## src/rtl/ipc_pkg.sv

```systemverilog
package ipc_pkg;
  localparam int CTRL_W     = 16;
  localparam int B_TX_EMPTY = 0;
  localparam int B_TX_FULL  = 1;
  localparam int B_TX_IE    = 2;
  localparam int B_TX_CLR   = 3;
  localparam int B_RX_EMPTY = 8;
  localparam int B_RX_FULL  = 9;
  localparam int B_RX_IE    = 10;
  localparam int B_ERR      = 14;
  localparam int B_EN       = 15;
endpackage

```

## src/rtl/ipc_fifo.sv

```systemverilog
module ipc_fifo #(
  parameter int DATA_W = 32,
  parameter int DEPTH  = 16
) (
  input  logic              clk_i,
  input  logic              rst_ni,
  input  logic              clr_i,
  input  logic              push_i,
  input  logic [DATA_W-1:0] wdata_i,
  input  logic              rd_i,
  input  logic              pop_en_i,
  input  logic              ie_ne_i,
  input  logic              ie_empty_i,
  output logic              empty_o,
  output logic              full_o,
  output logic [DATA_W-1:0] rdata_o,
  output logic              push_err_o,
  output logic              rd_err_o,
  output logic              irq_ne_o,
  output logic              irq_empty_o
);
  localparam int AW = $clog2(DEPTH);
  localparam int CW = AW + 1;

  logic [DATA_W-1:0] mem [DEPTH];
  logic [AW-1:0]     wr_ptr_q, rd_ptr_q;
  logic [CW-1:0]     cnt_q, cnt_d;
  logic [DATA_W-1:0] rdata_q;
  logic              irq_ne_q, irq_empty_q;
  logic              push_ok, pop_ok;

  assign empty_o    = (cnt_q == '0);
  assign full_o     = (cnt_q == CW'(DEPTH));
  assign push_ok    = push_i & ~full_o & ~clr_i;
  assign pop_ok     = rd_i & pop_en_i & ~empty_o & ~clr_i;
  assign push_err_o = push_i & full_o;
  assign rd_err_o   = rd_i & empty_o;

  always_comb begin
    cnt_d = cnt_q;
    if (clr_i) cnt_d = '0;
    else cnt_d = cnt_q + CW'(push_ok) - CW'(pop_ok);
  end

  always_ff @(posedge clk_i) begin
    if (push_ok) mem[wr_ptr_q] <= wdata_i;
  end

  always_ff @(posedge clk_i or negedge rst_ni) begin
    if (!rst_ni) begin
      wr_ptr_q    <= '0;
      rd_ptr_q    <= '0;
      cnt_q       <= '0;
      rdata_q     <= '0;
      irq_ne_q    <= 1'b0;
      irq_empty_q <= 1'b0;
    end else begin
      cnt_q <= cnt_d;
      if (clr_i) begin
        wr_ptr_q <= '0;
        rd_ptr_q <= '0;
      end else begin
        if (push_ok) wr_ptr_q <= wr_ptr_q + 1'b1;
        if (pop_ok)  rd_ptr_q <= rd_ptr_q + 1'b1;
      end
      // holding rdata_q on an empty read yields the last word read
      if (rd_i && !empty_o) rdata_q <= mem[rd_ptr_q];
      irq_ne_q    <= ie_ne_i & empty_o & (cnt_d != '0);
      irq_empty_q <= ie_empty_i & pop_ok & (cnt_d == '0);
    end
  end

  assign rdata_o     = rdata_q;
  assign irq_ne_o    = irq_ne_q;
  assign irq_empty_o = irq_empty_q;
endmodule

```

## src/rtl/ipc_ctrl.sv

```systemverilog
module ipc_ctrl
  import ipc_pkg::*;
(
  input  logic              clk_i,
  input  logic              rst_ni,
  input  logic              we_i,
  input  logic [CTRL_W-1:0] wdata_i,
  input  logic              err_set_i,
  input  logic              tx_empty_i,
  input  logic              tx_full_i,
  input  logic              rx_empty_i,
  input  logic              rx_full_i,
  output logic [CTRL_W-1:0] rdata_o,
  output logic              en_o,
  output logic              tx_ie_o,
  output logic              rx_ie_o,
  output logic              tx_clr_o
);
  logic en_q, err_q, tx_ie_q, rx_ie_q;

  always_ff @(posedge clk_i or negedge rst_ni) begin
    if (!rst_ni) begin
      en_q    <= 1'b0;
      err_q   <= 1'b0;
      tx_ie_q <= 1'b0;
      rx_ie_q <= 1'b0;
    end else begin
      if (we_i) begin
        en_q    <= wdata_i[B_EN];
        tx_ie_q <= wdata_i[B_TX_IE];
        rx_ie_q <= wdata_i[B_RX_IE];
      end
      // a new fault wins over a same-cycle acknowledge
      if (err_set_i) err_q <= 1'b1;
      else if (we_i && wdata_i[B_ERR]) err_q <= 1'b0;
    end
  end

  always_comb begin
    rdata_o             = '0;
    rdata_o[B_TX_EMPTY] = tx_empty_i;
    rdata_o[B_TX_FULL]  = tx_full_i;
    rdata_o[B_TX_IE]    = tx_ie_q;
    rdata_o[B_RX_EMPTY] = rx_empty_i;
    rdata_o[B_RX_FULL]  = rx_full_i;
    rdata_o[B_RX_IE]    = rx_ie_q;
    rdata_o[B_ERR]      = err_q;
    rdata_o[B_EN]       = en_q;
  end

  assign en_o     = en_q;
  assign tx_ie_o  = tx_ie_q;
  assign rx_ie_o  = rx_ie_q;
  assign tx_clr_o = we_i & wdata_i[B_TX_CLR];
endmodule

```

## src/rtl/ipc_fifo_bridge.sv

```systemverilog
module ipc_fifo_bridge
  import ipc_pkg::*;
#(
  parameter int DATA_W = 32,
  parameter int DEPTH  = 16
) (
  input  logic              clk_i,
  input  logic              rst_ni,
  input  logic              a_ctrl_we_i,
  input  logic [CTRL_W-1:0] a_ctrl_wdata_i,
  output logic [CTRL_W-1:0] a_ctrl_rdata_o,
  input  logic              a_send_we_i,
  input  logic [DATA_W-1:0] a_send_data_i,
  input  logic              a_recv_re_i,
  output logic [DATA_W-1:0] a_recv_data_o,
  output logic              a_irq_send_empty_o,
  output logic              a_irq_recv_ne_o,
  input  logic              b_ctrl_we_i,
  input  logic [CTRL_W-1:0] b_ctrl_wdata_i,
  output logic [CTRL_W-1:0] b_ctrl_rdata_o,
  input  logic              b_send_we_i,
  input  logic [DATA_W-1:0] b_send_data_i,
  input  logic              b_recv_re_i,
  output logic [DATA_W-1:0] b_recv_data_o,
  output logic              b_irq_send_empty_o,
  output logic              b_irq_recv_ne_o
);
  localparam int NSIDE = 2;

  // index 0 = side A, 1 = side B; queue g carries side g -> side 1-g
  logic [NSIDE-1:0]  ctrl_we, send_we, recv_re;
  logic [CTRL_W-1:0] ctrl_wdata [NSIDE];
  logic [CTRL_W-1:0] ctrl_rdata [NSIDE];
  logic [DATA_W-1:0] send_data  [NSIDE];
  logic [DATA_W-1:0] recv_data  [NSIDE];
  logic [NSIDE-1:0]  en, tx_ie, rx_ie, tx_clr;
  logic [NSIDE-1:0]  q_empty, q_full, push_err, rd_err;
  logic [NSIDE-1:0]  irq_se, irq_rne;

  assign ctrl_we      = {b_ctrl_we_i, a_ctrl_we_i};
  assign send_we      = {b_send_we_i, a_send_we_i};
  assign recv_re      = {b_recv_re_i, a_recv_re_i};
  assign ctrl_wdata[0] = a_ctrl_wdata_i;
  assign ctrl_wdata[1] = b_ctrl_wdata_i;
  assign send_data[0]  = a_send_data_i;
  assign send_data[1]  = b_send_data_i;

  for (genvar g = 0; g < NSIDE; g++) begin : g_side
    localparam int R = NSIDE - 1 - g;

    ipc_ctrl i_ctrl (
      .clk_i     (clk_i),
      .rst_ni    (rst_ni),
      .we_i      (ctrl_we[g]),
      .wdata_i   (ctrl_wdata[g]),
      .err_set_i (push_err[g] | rd_err[R]),
      .tx_empty_i(q_empty[g]),
      .tx_full_i (q_full[g]),
      .rx_empty_i(q_empty[R]),
      .rx_full_i (q_full[R]),
      .rdata_o   (ctrl_rdata[g]),
      .en_o      (en[g]),
      .tx_ie_o   (tx_ie[g]),
      .rx_ie_o   (rx_ie[g]),
      .tx_clr_o  (tx_clr[g])
    );

    ipc_fifo #(.DATA_W(DATA_W), .DEPTH(DEPTH)) i_fifo (
      .clk_i      (clk_i),
      .rst_ni     (rst_ni),
      .clr_i      (tx_clr[g]),
      .push_i     (send_we[g] & en[g]),
      .wdata_i    (send_data[g]),
      .rd_i       (recv_re[R]),
      .pop_en_i   (en[R]),
      .ie_ne_i    (rx_ie[R]),
      .ie_empty_i (tx_ie[g]),
      .empty_o    (q_empty[g]),
      .full_o     (q_full[g]),
      .rdata_o    (recv_data[R]),
      .push_err_o (push_err[g]),
      .rd_err_o   (rd_err[g]),
      .irq_ne_o   (irq_rne[R]),
      .irq_empty_o(irq_se[g])
    );
  end

  assign a_ctrl_rdata_o     = ctrl_rdata[0];
  assign b_ctrl_rdata_o     = ctrl_rdata[1];
  assign a_recv_data_o      = recv_data[0];
  assign b_recv_data_o      = recv_data[1];
  assign a_irq_send_empty_o = irq_se[0];
  assign b_irq_send_empty_o = irq_se[1];
  assign a_irq_recv_ne_o    = irq_rne[0];
  assign b_irq_recv_ne_o    = irq_rne[1];
endmodule

```

## config.mk

```make
export PLATFORM = sky130hd
export DESIGN_NAME = ipc_fifo_bridge
export DESIGN_NICKNAME = d
export VERILOG_FILES = /design/src/rtl/ipc_pkg.sv /design/src/rtl/ipc_fifo.sv /design/src/rtl/ipc_ctrl.sv /design/src/rtl/ipc_fifo_bridge.sv
export SDC_FILE = /design/constraint.sdc
export NUM_CORES = 1
export LEC_CHECK = 0
export ABC_AREA = 0
export BUFFER_PORTS_ARGS = -buffer_cell sky130_fd_sc_hd__buf_2
export CELL_PAD_IN_SITES_DETAIL_PLACEMENT = 0
export CELL_PAD_IN_SITES_GLOBAL_PLACEMENT = 1
export CORE_MARGIN = 3
export CORE_UTILIZATION = 50
export CTS_BUF_LIST = sky130_fd_sc_hd__clkbuf_16
export CTS_CLUSTER_SIZE = 24
export DETAILED_ROUTE_END_ITERATION = 7
export GPL_ROUTABILITY_DRIVEN = 0
export GPL_TIMING_DRIVEN = 0
export HOLD_SLACK_MARGIN = 0.02
export PLACE_DENSITY = 0.79
export SYNTH_ARGS = -nofsm -noshare
export SYNTH_HDL_FRONTEND = slang
export SYNTH_SLANG_ARGS = --single-unit
```

## constraint.sdc

```tcl
create_clock -name clk_i -period 9.2 [get_ports clk_i]
set_input_delay 1.84 -clock clk_i [delete_from_list [all_inputs] [get_ports clk_i]]
set_output_delay 1.84 -clock clk_i [all_outputs]
set_load 0.02 [all_outputs]
```

Yosys cells after proc, flatten, opt, wreduce, memory -nomap -nowiden
Memories as Yosys holds them, arrays and structs flattened. A register that Yosys moved wholly into a read port is not among the register bits.
Index checks and enable logic that the tools add are counted.

word-level totals
  logic and storage cells = 102
  RAM bits = 1024
  bits in latches = 0
  ROM bits = 0
  memories = 2
  output and inout bits = 100
  register bits = 38

memory list
  name                  depth  width  rd ports  clocked after Yosys merged registers in  write ports  RTL line        source
  g_side[0].i_fifo.mem  16     32     1         1                                        1            ipc_fifo.sv:25  logic [DATA_W-1:0] mem [DEPTH];
  g_side[1].i_fifo.mem  16     32     1         1                                        1            ipc_fifo.sv:25

operators by class
  multiply operators = 0
  shift-type cells = 0
  eq/ne operators = 2
  div/mod/pow operators = 0
  add/sub/neg operators = 8
  multiplexer cells = 18
  magnitude comparators = 0
  reductions and logical operators = 20
  bitwise operators = 34

operators with widths
  kind                                                           number
  4-bit 2-to-1 mux                                               8
  1-bit AND                                                      26
  5-bit zero test                                                4
  4-bit by 1-bit adder with 4-bit output, second input constant  4
  2-bit nonzero test                                             6
  5-bit by 1-bit adder with 5-bit output                         2
  5-bit == test, second input constant                           2
  5-bit 2-to-1 mux                                               2
  5-bit nonzero test                                             2
  5-bit by 1-bit subtractor with 5-bit output                    2
  1-bit 2-to-1 mux                                               8
  1-bit inverter                                                 6
  1-bit logical AND                                              4
  1-bit zero test                                                4
  1-bit OR                                                       2

Longest topological paths before layout
Gate-level depths: netlist of run 1.

  word-level depth = 9
  mapped depth = 17

Cells and area by module
A second synthesis of run 1 with hierarchy kept.

unflattened totals
  cell total of the unflattened synthesis = 1993
  area total of the unflattened synthesis = 43757.0 um^2

by module, submodules not included
  module                        area an instance (um^2)  seq. area each (um^2)  cells an instance  times used
  ipc_fifo at g_side[1].i_fifo  21693.3                  16550.9                967                1
  ipc_fifo at g_side[0].i_fifo  21485.6                  16550.9                968                1
  ipc_ctrl                      276.5                    100.1                  27                 2
  ipc_fifo_bridge               25.0                     0.0                    4                  1

Worst setup path before layout of run 1
Ideal clock, no wire load.

  path kind = input to register
  start = input b_send_we_i
  end = memory g_side[1].i_fifo.mem[3][0], enable pin
  data arrival time = 5.427 ns
  cell stages on the path = 4
  library setup time = 0.501 ns
  path buffers = 0
  path slack = 3.271 ns
  cell sequence = nand2_1 nor2_1 nand2_1 nor4_1

on the way
  word-level cells in the longest chain between the ends = 5

RTL lines
  item                                    RTL line               source
  from (decl)                             ipc_fifo_bridge.sv:21  input logic b_send_we_i,
  1-bit AND                               ipc_fifo_bridge.sv:72  .push_i (send_we[g] & en[g]),
  1-bit AND (2 in series)                 ipc_fifo.sv:34         assign push_ok = push_i & ~full_o & ~clr_i;
  1-bit 2-to-1 mux                        ipc_fifo.sv:46         if (push_ok) mem[wr_ptr_q] <= wdata_i;
  1-bit 2-to-1 mux (implied by the code)  ipc_fifo.sv:46
  to (decl)                               ipc_fifo.sv:25

No other way between the ends.

Final worst setup path of run 1
  start = input b_ctrl_we_i
  end = register g_side[1].i_fifo.irq_empty_q

on the way
  word-level cells in the longest chain between the ends = 8

RTL lines
  item                                         RTL line                        source
  from (decl)                                  ipc_fifo_bridge.sv:18           input logic b_ctrl_we_i,
  1-bit AND (*)                                ipc_ctrl.sv:54                  assign tx_clr_o = we_i & wdata_i[B_TX_CLR];
  1-bit inverter                               ipc_fifo.sv:34, ipc_fifo.sv:35
  1-bit AND                                    ipc_fifo.sv:34
  5-bit by 1-bit adder with 5-bit output       ipc_fifo.sv:42                  else cnt_d = cnt_q + CW'(push_ok) - CW'(pop_ok);
  5-bit by 1-bit subtractor with 5-bit output  ipc_fifo.sv:42
  5-bit 2-to-1 mux                             ipc_fifo.sv:41                  if (clr_i) cnt_d = '0;
  5-bit zero test                              ipc_fifo.sv:69                  irq_empty_q <= ie_empty_i & pop_ok & (cnt_d == '0);
  1-bit AND (*)                                ipc_fifo.sv:69
  to (signal assigned)                         ipc_fifo.sv:69
  to (decl)                                    ipc_fifo.sv:29                  logic irq_ne_q, irq_empty_q;

Every way passes the cells marked *; elsewhere a longest branch is shown, timed or not.
A chain may end at the register's enable or synchronous reset.

==> metrics.txt, run 1 <==
TritonCTS clock tree=built; clock transition at the registers of the reported paths=~0.06 ns; maximum clock frequency=between 0.2 and 0.25 GHz; total wirelength of the detailed-routed design=just over 100 mm; flop2flop setup slack=5.17 ns; VDD IR-drop max=roughly 0.21 mV; maximum level of the CTS H-tree=3; overall fraction of global-route tracks in use=a little under a quarter; DRT iter0 DRCs=roughly 2600; number of cell instances on the worst register-to-register path=17; Max transition margin=between 30% and 40%; residual antenna-violating net count after detailed routing=0; clock sink count=approximately 1100; Post-DP Area=approximately 47000 um2; largest net degree at the start of global routing=60; dpl ws=slightly above 4 ns; PD cells=274 nW/um2; hold path startpoint=g_side[1].i_ctrl.err_q; Clock Skew=between 0.05 and 0.06 ns; static leakage power=roughly 16 nW; die outline height=roughly 300 um; Boundary Pins=204; DRC=0; largest driver fanout on the critical path=10; post-CTS setup buffer count=0; CTS resizes=0; Mapped Cells=around 2000; Synth Flop Type=sky130_fd_sc_hd__edfxtp_1; slowest library cell on the worst path=sky130_fd_sc_hd__buf_1; Net Sw Power=roughly 4 mW; vias in the first global route=~23000; setup repair after global routing missed its margin=no; launch point of the worst reg-to-reg path=g_side[0].i_fifo.cnt_q[3]; Initial Utilization=50.7%; grt total ovfl=0; area share of the largest cell type after synthesis=about 71%; cell area after layout=around 51000 um2; distinct cell type count after synthesis=44; number of core rows=between 100 and 150; number of setup violations in the final report=0; vias per inst=~6; global-route layer with the greatest usage=met2; number of synthesis warnings=0; met3 routing resource usage after global routing=approximately 5.3%; CP Cell Sequence=buf_2 > and2_1 > clkbuf_1 > buf_1 > nor2_1 > ha_1 > inv_1 > ha_1 > inv_1 > fa_1 > inv_1 > a21oi_1 > o21bai_1 > xnor2_1 > and4_1; Final Hold Fails=0; Worst-Skew Late Latency=around 0.70 ns; post-synthesis cell type with the largest combined area=sky130_fd_sc_hd__edfxtp_1; pins over their slew limit=0; area of the mapped netlist=around 43000 um2; CTS max path bufs=3; minimum clock period=about 4.4 ns; layout cell share with drive strength beyond 1=36.5%; relative area change from synthesis to final layout=16.2%; worst hold-check path type=flop to flop; proportion of synthesized chip area in sequential cells=approximately three quarters; share of power burned in the clock network=32.5%; Seq cells post-synth=around 1100; slowest stage delay, CP=roughly 0.55 ns; worst path required time=9.83 ns; routed length per placed instance=28.5 um; Reg power frac=44.0%; number of maximum-capacitance violations=0; arrival time of data at the critical path endpoint=5.03 ns; critical path startpoint category=input port; cell internal power dissipation=between 9 and 10 mW; Most Frequent Cell on Critical Path=sky130_fd_sc_hd__inv_1; met1 track demand over resource=about 32%; category of cells accounting for the largest share of critical-path delay=buffers and inverters; proportion of power drawn by combinational gates=23.4%; hold path cells=2; pin slew with the least headroom to its limit=~1 ns; die span in x=301 um; category of the worst setup path capture point=flop; run status=completed; Fin Hold WS=0.500 ns; clk root buf=sky130_fd_sc_hd__clkbuf_16; leading cell type in the layout, fill and taps excluded=sky130_fd_sc_hd__edfxtp_1; number of synthesized flops with an enable pin=1024; fraction of registers with async set or reset after synthesis=a little under a tenth; global-route wire length before repair=150 mm; total iterations of the first detailed-routing run=7; utilization after layout=a little under 60%; Area contributors post-synth=sky130_fd_sc_hd__edfxtp_1 (71%), sky130_fd_sc_hd__mux4_2 (13%), sky130_fd_sc_hd__dfrtp_1 (5.9%); classification of the worst setup path=input port to flop; Worst Setup Slack, final=4.80 ns; switching share of total power=around 28%; number of hold buffers added after cts=0; half-perimeter wire length of the detailed placement result=~65 mm; combined buffer and inverter count along the critical path=6; Final nets=about 2500; most frequent cells in the layout=sky130_fd_sc_hd__edfxtp_1 (1024), sky130_fd_sc_hd__mux4_2 (256), sky130_fd_sc_hd__buf_2 (192); share of the cycle needed by the critical path after routing=a little under half; post-layout total power=between 10 and 15 mW; total via count after detailed routing=around 22000; Worst Hold Path EP=g_side[1].i_ctrl.err_q; total CTS buffers=110; end of the worst register-to-register path=g_side[0].i_fifo.irq_empty_o; GR met2 Demand/Resource=around 36%; Core ar.=85700 um2; number of antenna violations at the first check in global routing=16; count of port buffers added during placement=between 150 and 200; Syn Area/Cell=21.8 um2; total die area=90500 um2
-- through the flow --
stage / TNS, ns / cells
floorplan: 0 / 2008
global placement: -70.12 / 3317
detailed placement: 0 / 3372
CTS: 0 / 3582
global route: 0 / 3587
finish: 0 / 3590
-- registers in the layout (all words and copies together), names as in the netlist --
register	count
g_side.i_fifo.irq_ne_o	2
g_side.i_fifo.rd_ptr_q	8
g_side.i_fifo.rdata_o	64
g_side.i_fifo.wr_ptr_q	8
g_side.i_fifo.irq_empty_o	2
g_side.i_ctrl.en_o	2
g_side.i_ctrl.rx_ie_o	2
g_side.i_fifo.cnt_q	10
g_side.i_fifo.mem	1024
g_side.i_ctrl.tx_ie_o	2
g_side.i_ctrl.err_q	2
-- power by group through the flow --
stage / Clock [mW] / Combinational (mW) / Sequential, mW
2_1_floorplan: 0 / 2.12 / 6.29
3_3_place_gp: 0 / 3.15 / 6.21
3_5_place_dp: 0 / 3.25 / 6.21
4_1_cts: 4.57 / 3.27 / 6.11
5_1_grt: 4.79 / 3.47 / 6.13
6_report: 4.51 / 3.24 / 6.10
-- worst max path at each step --
stage                           start                      endpoint  slack [ns]  depth (start not counted)
final                     b_ctrl_we_i  g_side[1].i_fifo.irq_empty_o        4.80                         15
after global routing      b_ctrl_we_i  g_side[1].i_fifo.irq_empty_o        4.56                         15
after CTS                 b_ctrl_we_i  g_side[1].i_fifo.irq_empty_o        4.79                         15
after detailed placement  b_ctrl_we_i  g_side[1].i_fifo.irq_empty_o        4.05                         15
after global placement    b_send_we_i    g_side[1].i_fifo.mem[3][4]       -0.92                          5
after floorplan           b_send_we_i    g_side[1].i_fifo.mem[3][0]        3.27                          4
-- area by class of cell --
type | count | area, um2
plain buffers | 140 | 830
clock inverters | 100 | 926
inverters | 20 | 75.1
multi-input cells | 722 | 9560
well taps | 1144 | 1430
flip-flops and latches | 1126 | 33300
fillers | 6024 | 35200
diodes | 8 | 20.0
repair buffers | 220 | 1640
clock buffers | 110 | 2750
-- worst reg2reg max path, delay by kind of cell (launching register included) --
| family | cells | cell delay (ns) |
|---|---|---|
| compound gates | 2 | 0.23 |
| fa+ha+maj | 4 | 1.03 |
| buf+inv | 5 | 0.64 |
| flops | 1 | 0.39 |
| simple gates | 5 | 1.54 |
| xor+xnor | 1 | 0.19 |
-- cells in the mapped netlist (3+ instances only) --
master	number
sky130_fd_sc_hd__a21oi_1	73
sky130_fd_sc_hd__and2_1	4
sky130_fd_sc_hd__buf_1	16
sky130_fd_sc_hd__buf_2	28
sky130_fd_sc_hd__buf_4	38
sky130_fd_sc_hd__buf_6	15
sky130_fd_sc_hd__clkbuf_1	40
sky130_fd_sc_hd__dfrtp_1	102
sky130_fd_sc_hd__edfxtp_1	1024
sky130_fd_sc_hd__ha_1	22
sky130_fd_sc_hd__inv_1	20
sky130_fd_sc_hd__mux2_2	70
sky130_fd_sc_hd__mux4_2	256
sky130_fd_sc_hd__nand2_1	28
sky130_fd_sc_hd__nand3_1	10
sky130_fd_sc_hd__nor2_1	51
sky130_fd_sc_hd__nor3_1	3
sky130_fd_sc_hd__nor3b_1	4
sky130_fd_sc_hd__nor4_1	3
sky130_fd_sc_hd__o21ai_0	3
sky130_fd_sc_hd__o22ai_1	68
sky130_fd_sc_hd__o22ai_2	60
sky130_fd_sc_hd__xnor2_1	8
sky130_fd_sc_hd__xor2_1	11
-- cell families (layout without fill, tap and decap cells) --
group,after synthesis,in the layout,synth area share [%]
AOI/OAI and AO/OA,212,212,3.72
xor gates and xnor gates,19,19,0.383
adders and majority gates,24,24,0.725
buffers and inverters,160,590,2.08
DFF,1126,1126,76.6
muxes,326,326,15.1
other,1,24,0.00863
and+or+nand+nor,125,125,1.42
-- per-layer routing --
layer | up-vias | wire length (um)
met5 | - | 35
met4 | 6 | 2500
met3 | 162 | 8890
met2 | 1039 | 49400
met1 | 11600 | 41500
li1 | 8970 | -
Note: power is estimated with default switching activity, not from simulation.
==> inputs of run 2 (changes only) <==
--- a/config.mk
+++ b/config.mk
@@ -10,14 +10,14 @@
 export CELL_PAD_IN_SITES_DETAIL_PLACEMENT = 0
 export CELL_PAD_IN_SITES_GLOBAL_PLACEMENT = 1
 export CORE_MARGIN = 3
-export CORE_UTILIZATION = 50
+export CORE_UTILIZATION = 49
 export CTS_BUF_LIST = sky130_fd_sc_hd__clkbuf_16
 export CTS_CLUSTER_SIZE = 24
 export DETAILED_ROUTE_END_ITERATION = 7
 export GPL_ROUTABILITY_DRIVEN = 0
 export GPL_TIMING_DRIVEN = 0
 export HOLD_SLACK_MARGIN = 0.02
-export PLACE_DENSITY = 0.79
+export PLACE_DENSITY = 0.81
 export SYNTH_ARGS = -nofsm -noshare
 export SYNTH_HDL_FRONTEND = slang
 export SYNTH_SLANG_ARGS = --single-unit
==> constraint.sdc (replaced) <==
create_clock -name clk_i -period 3.7 [get_ports clk_i]
set_input_delay 0.74 -clock clk_i [delete_from_list [all_inputs] [get_ports clk_i]]
set_output_delay 0.74 -clock clk_i [all_outputs]
set_load 0.02 [all_outputs]
==> run 2 against run 1 <==
Final area about the same; via count decreased by 2.1%; final cell count about the same; sequential cell count unchanged; wire length shrank 2.4%; sequential share of layout area fell by 0.056 points; die area grew 2.0%; first-iteration DRC count is 19% lower; global-route usage shrank 1.2 points; critical endpoint is now g_side[0].i_fifo.irq_empty_o; non-clock buffer count fell by 7; combinational power grew to 2.5 times the previous value.
==> metrics.txt, run 2 (synthesis results as in run 1) <==
total die area=92300 um2 (was 90500 um2); Final Hold Fails=0 (unchanged); routed length per placed instance=27.8 um (was 28.5 um); slowest library cell on the worst path=sky130_fd_sc_hd__fa_1 (was sky130_fd_sc_hd__buf_1); run status=completed (unchanged); largest driver fanout on the critical path=6 (was 10); TritonCTS clock tree=built (unchanged); cell area after layout=50600 um2 (was 50500 um2); number of setup violations in the final report=0 (unchanged); combined buffer and inverter count along the critical path=5 (was 6); Core ar.=87400 um2 (was 85700 um2); layout cell share with drive strength beyond 1=36.0% (was 36.5%); dpl ws=-0.413 ns (was 4.05 ns); Clock Skew=0.0251 ns (was 0.0503 ns); largest net degree at the start of global routing=78 (was 60); number of antenna violations at the first check in global routing=15 (was 16); flip-flop count of the largest register after layout=1024 (unchanged); CP Cell Sequence=inv_1 > ha_1 > nor4b_4 > nor2b_1 > clkbuf_2 > nand2_1 > nor2_1 > ha_1 > inv_1 > ha_1 > inv_1 > fa_1 > inv_1 > a21oi_1 > o21bai_1 > xnor2_1 > and4_1 (was buf_2 > and2_1 > clkbuf_1 > buf_1 > nor2_1 > ha_1 > inv_1 > ha_1 > inv_1 > fa_1 > inv_1 > a21oi_1 > o21bai_1 > xnor2_1 > and4_1); residual antenna-violating net count after detailed routing=0 (unchanged); grt total ovfl=0 (unchanged); maximum clock frequency=around 0.29 GHz; relative area change from synthesis to final layout=16.3% (was 16.2%); DRC=0 (unchanged); static leakage power=16.4 nW (about the same); Most flops, register=g_side.i_fifo.mem (unchanged); setup repair after global routing missed its margin=no (unchanged); critical path startpoint category=flop (was input port); placed instance count=3373 (was 3372); classification of the worst setup path=flop to flop (was input port to flop); vias per inst=5.93 (was 6.06); overall fraction of global-route tracks in use=21.7% (was 22.9%); worst path required time=4.31 ns (was 9.83 ns); number of cells in the finished layout apart from fillers=3589 (was 3590); CTS max path bufs=3 (unchanged); PD cells=678 nW/um2 (was 274 nW/um2); Initial Utilization=49.7% (was 50.7%); most frequent cells in the layout=sky130_fd_sc_hd__edfxtp_1 (1024), sky130_fd_sc_hd__mux4_2 (256), sky130_fd_sc_hd__buf_2 (192) (unchanged); total iterations of the first detailed-routing run=5 (was 7); number of maximum-capacitance violations=0 (unchanged); category of the worst setup path capture point=flop (unchanged); clock sink count=1126 (unchanged); clock transition at the registers of the reported paths=0.06 ns (about the same); clk root buf=sky130_fd_sc_hd__clkbuf_16 (unchanged); minimum clock period=around 3.4 ns; Most Frequent Cell on Critical Path=sky130_fd_sc_hd__inv_1 (unchanged); slowest stage delay, CP=0.42 ns (was 0.55 ns); total CTS buffers=110 (unchanged); DRT iter0 DRCs=2067 (was 2552); leading cell type in the layout, fill and taps excluded=sky130_fd_sc_hd__edfxtp_1 (unchanged); die outline height=304 um (was 301 um); number of core rows=108 (was 107); vias in the first global route=22600 (was 22500); Max transition margin=26.5% (was 31.3%); Worst Setup Slack, final=0.257 ns (was 4.80 ns); pin slew with the least headroom to its limit=1.10 ns (was 1.03 ns); die span in x=304 um (was 301 um); half-perimeter wire length of the detailed placement result=64.4 mm (was 64.5 mm); count of port buffers added during placement=165 (unchanged); total via count after detailed routing=21300 (was 21700); pins over their slew limit=0 (unchanged); share of the cycle needed by the critical path after routing=between 90% and 100%; utilization after layout=57.8% (was 59.0%); global-route wire length before repair=148 mm (was 150 mm); arrival time of data at the critical path endpoint=4.06 ns (was 5.03 ns); Worst-Skew Late Latency=0.68 ns (was 0.70 ns); Boundary Pins=204 (unchanged); category of cells accounting for the largest share of critical-path delay=adder cells (was buffers and inverters); total wirelength of the detailed-routed design=99.9 mm (was 102 mm); setup TNS=0 ns (unchanged); Fill cells=6201 (was 6024); maximum level of the CTS H-tree=3 (unchanged); Post-DP Area=46900 um2 (was 46800 um2); Final nets=2461 (was 2468); worst hold-check path type=input port to flop (was flop to flop); VDD IR-drop max=0.486 mV (was 0.213 mV)
run 2: cell count changes in the layout (fill, tap and decap cells not counted), moves of 4 or more:
cell                       change
sky130_fd_sc_hd__buf_4        -14
sky130_fd_sc_hd__inv_1        +20
sky130_fd_sc_hd__clkinv_1     -12
sky130_fd_sc_hd__buf_12       -10
sky130_fd_sc_hd__buf_16       +10
sky130_fd_sc_hd__buf_8         +4
sky130_fd_sc_hd__clkinv_2     -12
run 2: timing repair:
item | 4_1_cts | 5_1_grt
hold buffers | 1 | 0
setup endpoints to repair | 0 | 6
endpoints found under the hold margin | 25 | 0
gates resized for setup | 0 | 5
setup buffers | 0 | 2
run 2: cell type report:
| class | instances | area (um2) | area share (%) |
|---|---|---|---|
| Buffer | 140 | 831 | 1.64 |
| Tap cell | 1155 | 1450 | 2.86 |
| Clock buffer | 110 | 2750 | 5.44 |
| Antenna cell | 6 | 15.0 | 0.0297 |
| Multi-Input combinational cell | 722 | 9600 | 19.0 |
| Inverter | 20 | 75.1 | 0.148 |
| Timing Repair Buffer | 213 | 1700 | 3.36 |
| Clock inverter | 97 | 850 | 1.68 |
| Sequential cell | 1126 | 33300 | 65.8 |
run 2: worst paths after layout:
path,from,to,slack [ns],depth (start not counted)
worst min-delay path,b_recv_re_i,g_side[1].i_ctrl.err_q,0.28,3
worst max register to register,g_side[0].i_fifo.cnt_q[2],g_side[0].i_fifo.irq_empty_o,0.26,17
max in group asynchronous,rst_ni,g_side[0].i_fifo.rdata_o[18],2.24,3
worst min register to register,g_side[1].i_ctrl.err_q,g_side[1].i_ctrl.err_q,0.49,2
min in group asynchronous,rst_ni,g_side[1].i_fifo.rdata_o[0],0.54,2
worst max-delay path,g_side[0].i_fifo.cnt_q[2],g_side[0].i_fifo.irq_empty_o,0.26,17
run 2: tightest hold or removal path: stages:
cell,delay [ns]
sky130_fd_sc_hd__buf_2,0.09
sky130_fd_sc_hd__nand2_1,0.05
sky130_fd_sc_hd__nand2_1,0.05
run 2: power breakdown:
| group | total, mW | switching [mW] | leakage [nW] | internal, mW |
|---|---|---|---|---|
| clock | 11.1 | 4.69 | 1.89 | 6.38 |
| combinational | 8.12 | 4.42 | 4.15 | 3.70 |
| sequential | 15.1 | 0.504 | 10.4 | 14.6 |
run 2: through the flow:
stage / hold WS, ns / power, mW
2_1_floorplan: 0.444 / 20.9
3_3_place_gp: 0.479 / 23.2
3_5_place_dp: 0.485 / 23.5
4_1_cts: 0.239 / 34.5
5_1_grt: 0.257 / 35.6
6_report: 0.278 / 34.3
run 2: per-layer routing:
layer / part of all wire (%) / track usage, %
met2: 53 / 38.2
met5: 0.073 / 0
met4: 3.0 / 7.19
met1: 36 / 26.8
met3: 7.4 / 4.73
==> inputs of run 3 (changes only) <==
--- a/config.mk
+++ b/config.mk
@@ -18,6 +18,7 @@
 export GPL_TIMING_DRIVEN = 0
 export HOLD_SLACK_MARGIN = 0.02
 export PLACE_DENSITY = 0.81
+export RECOVER_POWER = 100
 export SYNTH_ARGS = -nofsm -noshare
 export SYNTH_HDL_FRONTEND = slang
 export SYNTH_SLANG_ARGS = --single-unit
==> run 3 against run 2 <==
The flow now finishes with violations (capacitance limit, slew limit); sequential cell count unchanged; clock skew grew 0.0020 ns; fmax shrank 1.4%; non-clock buffer count unchanged; count of clock-buffer cells in the layout is the same; critical endpoint is now g_side[1].i_fifo.mem[14][11].
==> metrics.txt, run 3 (synthesis results as in run 1) <==
run status=finished, violations left (was completed); violations in the final reports=capacitance limit, slew limit; total die area=92300 um2 (unchanged); routed length per placed instance=27.8 um (about the same); flip-flop count of the largest register after layout=1024 (unchanged); utilization after layout=57.2% (was 57.8%); dpl ws=-0.413 ns (unchanged); Worst-Skew Late Latency=0.69 ns (was 0.68 ns); Routed met3 length=7.47 mm (was 7.44 mm); met2 routed WL=53.4 mm (was 53.2 mm); clock transition at the registers of the reported paths=0.06 ns (about the same); Boundary Pins=204 (unchanged); leading cell type in the layout, fill and taps excluded=sky130_fd_sc_hd__edfxtp_1 (unchanged); Fin Hold WS=0.276 ns (was 0.278 ns); post-layout total power=34.1 mW (was 34.3 mW); TritonCTS clock tree=built (unchanged); DRT iter0 DRCs=2095 (was 2067); Clock Skew=0.0270 ns (was 0.0251 ns); clk root buf=sky130_fd_sc_hd__clkbuf_16 (unchanged); VDD IR-drop max=0.477 mV (was 0.486 mV); total wirelength of the detailed-routed design=99.9 mm (about the same); Post-DP Area=46900 um2 (unchanged); DRC=0 (unchanged); pin slew with the least headroom to its limit=2.30 ns (was 1.10 ns); PD cells=682 nW/um2 (was 678 nW/um2); classification of the worst setup path=flop to flop (unchanged); clock sink count=1126 (unchanged); number of core rows=108 (unchanged); Max transition margin=-53.5% (was 26.5%); maximum level of the CTS H-tree=3 (unchanged); Metal-1 WL=36.1 mm (was 36.2 mm); Final Hold Fails=0 (unchanged); die outline height=304 um (unchanged); overall fraction of global-route tracks in use=21.7% (unchanged); arrival time of data at the critical path endpoint=3.79 ns (was 4.06 ns); relative area change from synthesis to final layout=15.1% (was 16.3%); most frequent cells in the layout=sky130_fd_sc_hd__edfxtp_1 (1024), sky130_fd_sc_hd__mux4_2 (256), sky130_fd_sc_hd__clkbuf_1 (190) (was sky130_fd_sc_hd__edfxtp_1 (1024), sky130_fd_sc_hd__mux4_2 (256), sky130_fd_sc_hd__buf_2 (192)); pins over their slew limit=45 (was 0); vias per inst=5.94 (was 5.93); global-route wire length before repair=148 mm (unchanged); Core ar.=87400 um2 (unchanged); minimum clock period=3.49 ns (was 3.44 ns); vias in the first global route=22600 (unchanged); layout cell share with drive strength beyond 1=29.7% (was 36.0%); Initial Utilization=49.7% (unchanged); half-perimeter wire length of the detailed placement result=64.4 mm (unchanged); largest net degree at the start of global routing=78 (unchanged); number of antenna violations at the first check in global routing=11 (was 15); max layer used=met5 (unchanged); total via count after detailed routing=21300 (about the same); CTS max path bufs=3 (unchanged); worst hold-check path type=input port to flop (unchanged); cell area after layout=50000 um2 (was 50600 um2); maximum clock frequency=0.286 GHz (was 0.290 GHz); setup repair after global routing missed its margin=no (unchanged); number of maximum-capacitance violations=2 (was 0); count of port buffers added during placement=165 (unchanged); total CTS buffers=110 (unchanged); largest driver fanout on the critical path=18 (was 6); category of the worst setup path capture point=flop (unchanged); die span in x=304 um (unchanged); Most flops, register=g_side.i_fifo.mem (unchanged); number of setup violations in the final report=0 (unchanged); Final nets=2461 (unchanged); grt total ovfl=0 (unchanged); residual antenna-violating net count after detailed routing=0 (unchanged); total iterations of the first detailed-routing run=5 (unchanged); share of the cycle needed by the critical path after routing=94.3% (was 93.0%); static leakage power=16.0 nW (was 16.4 nW); critical path startpoint category=flop (unchanged); Worst Setup Slack, final=0.209 ns (was 0.257 ns); worst path required time=3.99 ns (was 4.31 ns); flop2flop setup slack=0.21 ns (was 0.26 ns)
-- run 3: critical path, cell delays in order, from the launching register on --
cell	delay, ns
sky130_fd_sc_hd__dfrtp_1	0.35
sky130_fd_sc_hd__inv_1	0.07
sky130_fd_sc_hd__ha_1	0.22
sky130_fd_sc_hd__and4bb_1	0.29
sky130_fd_sc_hd__nor3_1	0.32
sky130_fd_sc_hd__nand2_1	0.24
sky130_fd_sc_hd__nor2_2	0.87
sky130_fd_sc_hd__clkbuf_2	0.71
-- run 3: final timing paths --
kind / from / end / depth (start not counted)
max in group asynchronous: rst_ni / g_side[0].i_fifo.rdata_o[21] / 3
worst min register to register: g_side[1].i_ctrl.err_q / g_side[1].i_ctrl.err_q / 2
min in group asynchronous: rst_ni / g_side[1].i_fifo.rdata_o[0] / 2
worst max-delay path: g_side[1].i_fifo.cnt_q[2] / g_side[1].i_fifo.mem[14][11] / 7
worst min-delay path: b_recv_re_i / g_side[1].i_ctrl.err_q / 3
worst max register to register: g_side[1].i_fifo.cnt_q[2] / g_side[1].i_fifo.mem[14][11] / 7
-- run 3: timing repair --
| action | CTS | global route |
|---|---|---|
| hold buffers | 1 | 0 |
| buffers inserted | 0 | 2 |
| setup endpoints to repair | 0 | 6 |
| hold endpoints to repair | 25 | 0 |
| resized for setup | 0 | 5 |
-- run 3: cell type report --
class,instances,area [um2]
fill,6312,37400
sequential,1126,33300
multi-input combinational,722,9430
clock buffer,110,2750
tap,1155,1450
timing repair buffer,213,1330
clock inverter,97,850
buffer,140,830
inverter,20,75.1
antenna,5,12.5
-- run 3: stage by stage --
stage / setup TNS (ns) / cells
detailed placement: -1.40 / 3373
floorplan: -50.10 / 2008
global placement: -1557.12 / 3328
global route: 0 / 3586
finish: 0 / 3588
CTS: 0 / 3581
-- run 3: per-layer routing --
| layer | track usage, % | vias to the layer above |
|---|---|---|
| li1 | - | 8935 |
| met2 | 38.2 | 887 |
| met1 | 26.8 | 11300 |
| met4 | 7.19 | 8 |
| met5 | 0 | - |
| met3 | 4.73 | 205 |
-- run 3: power breakdown --
group          internal, mW  leakage [nW]  switching [mW]  total (mW)
Clock                  6.38          1.89            4.68        11.1
Combinational          3.56          3.70            4.38        7.94
Sequential             14.6          10.4           0.517        15.1
Total                  24.6          16.0            9.58        34.1
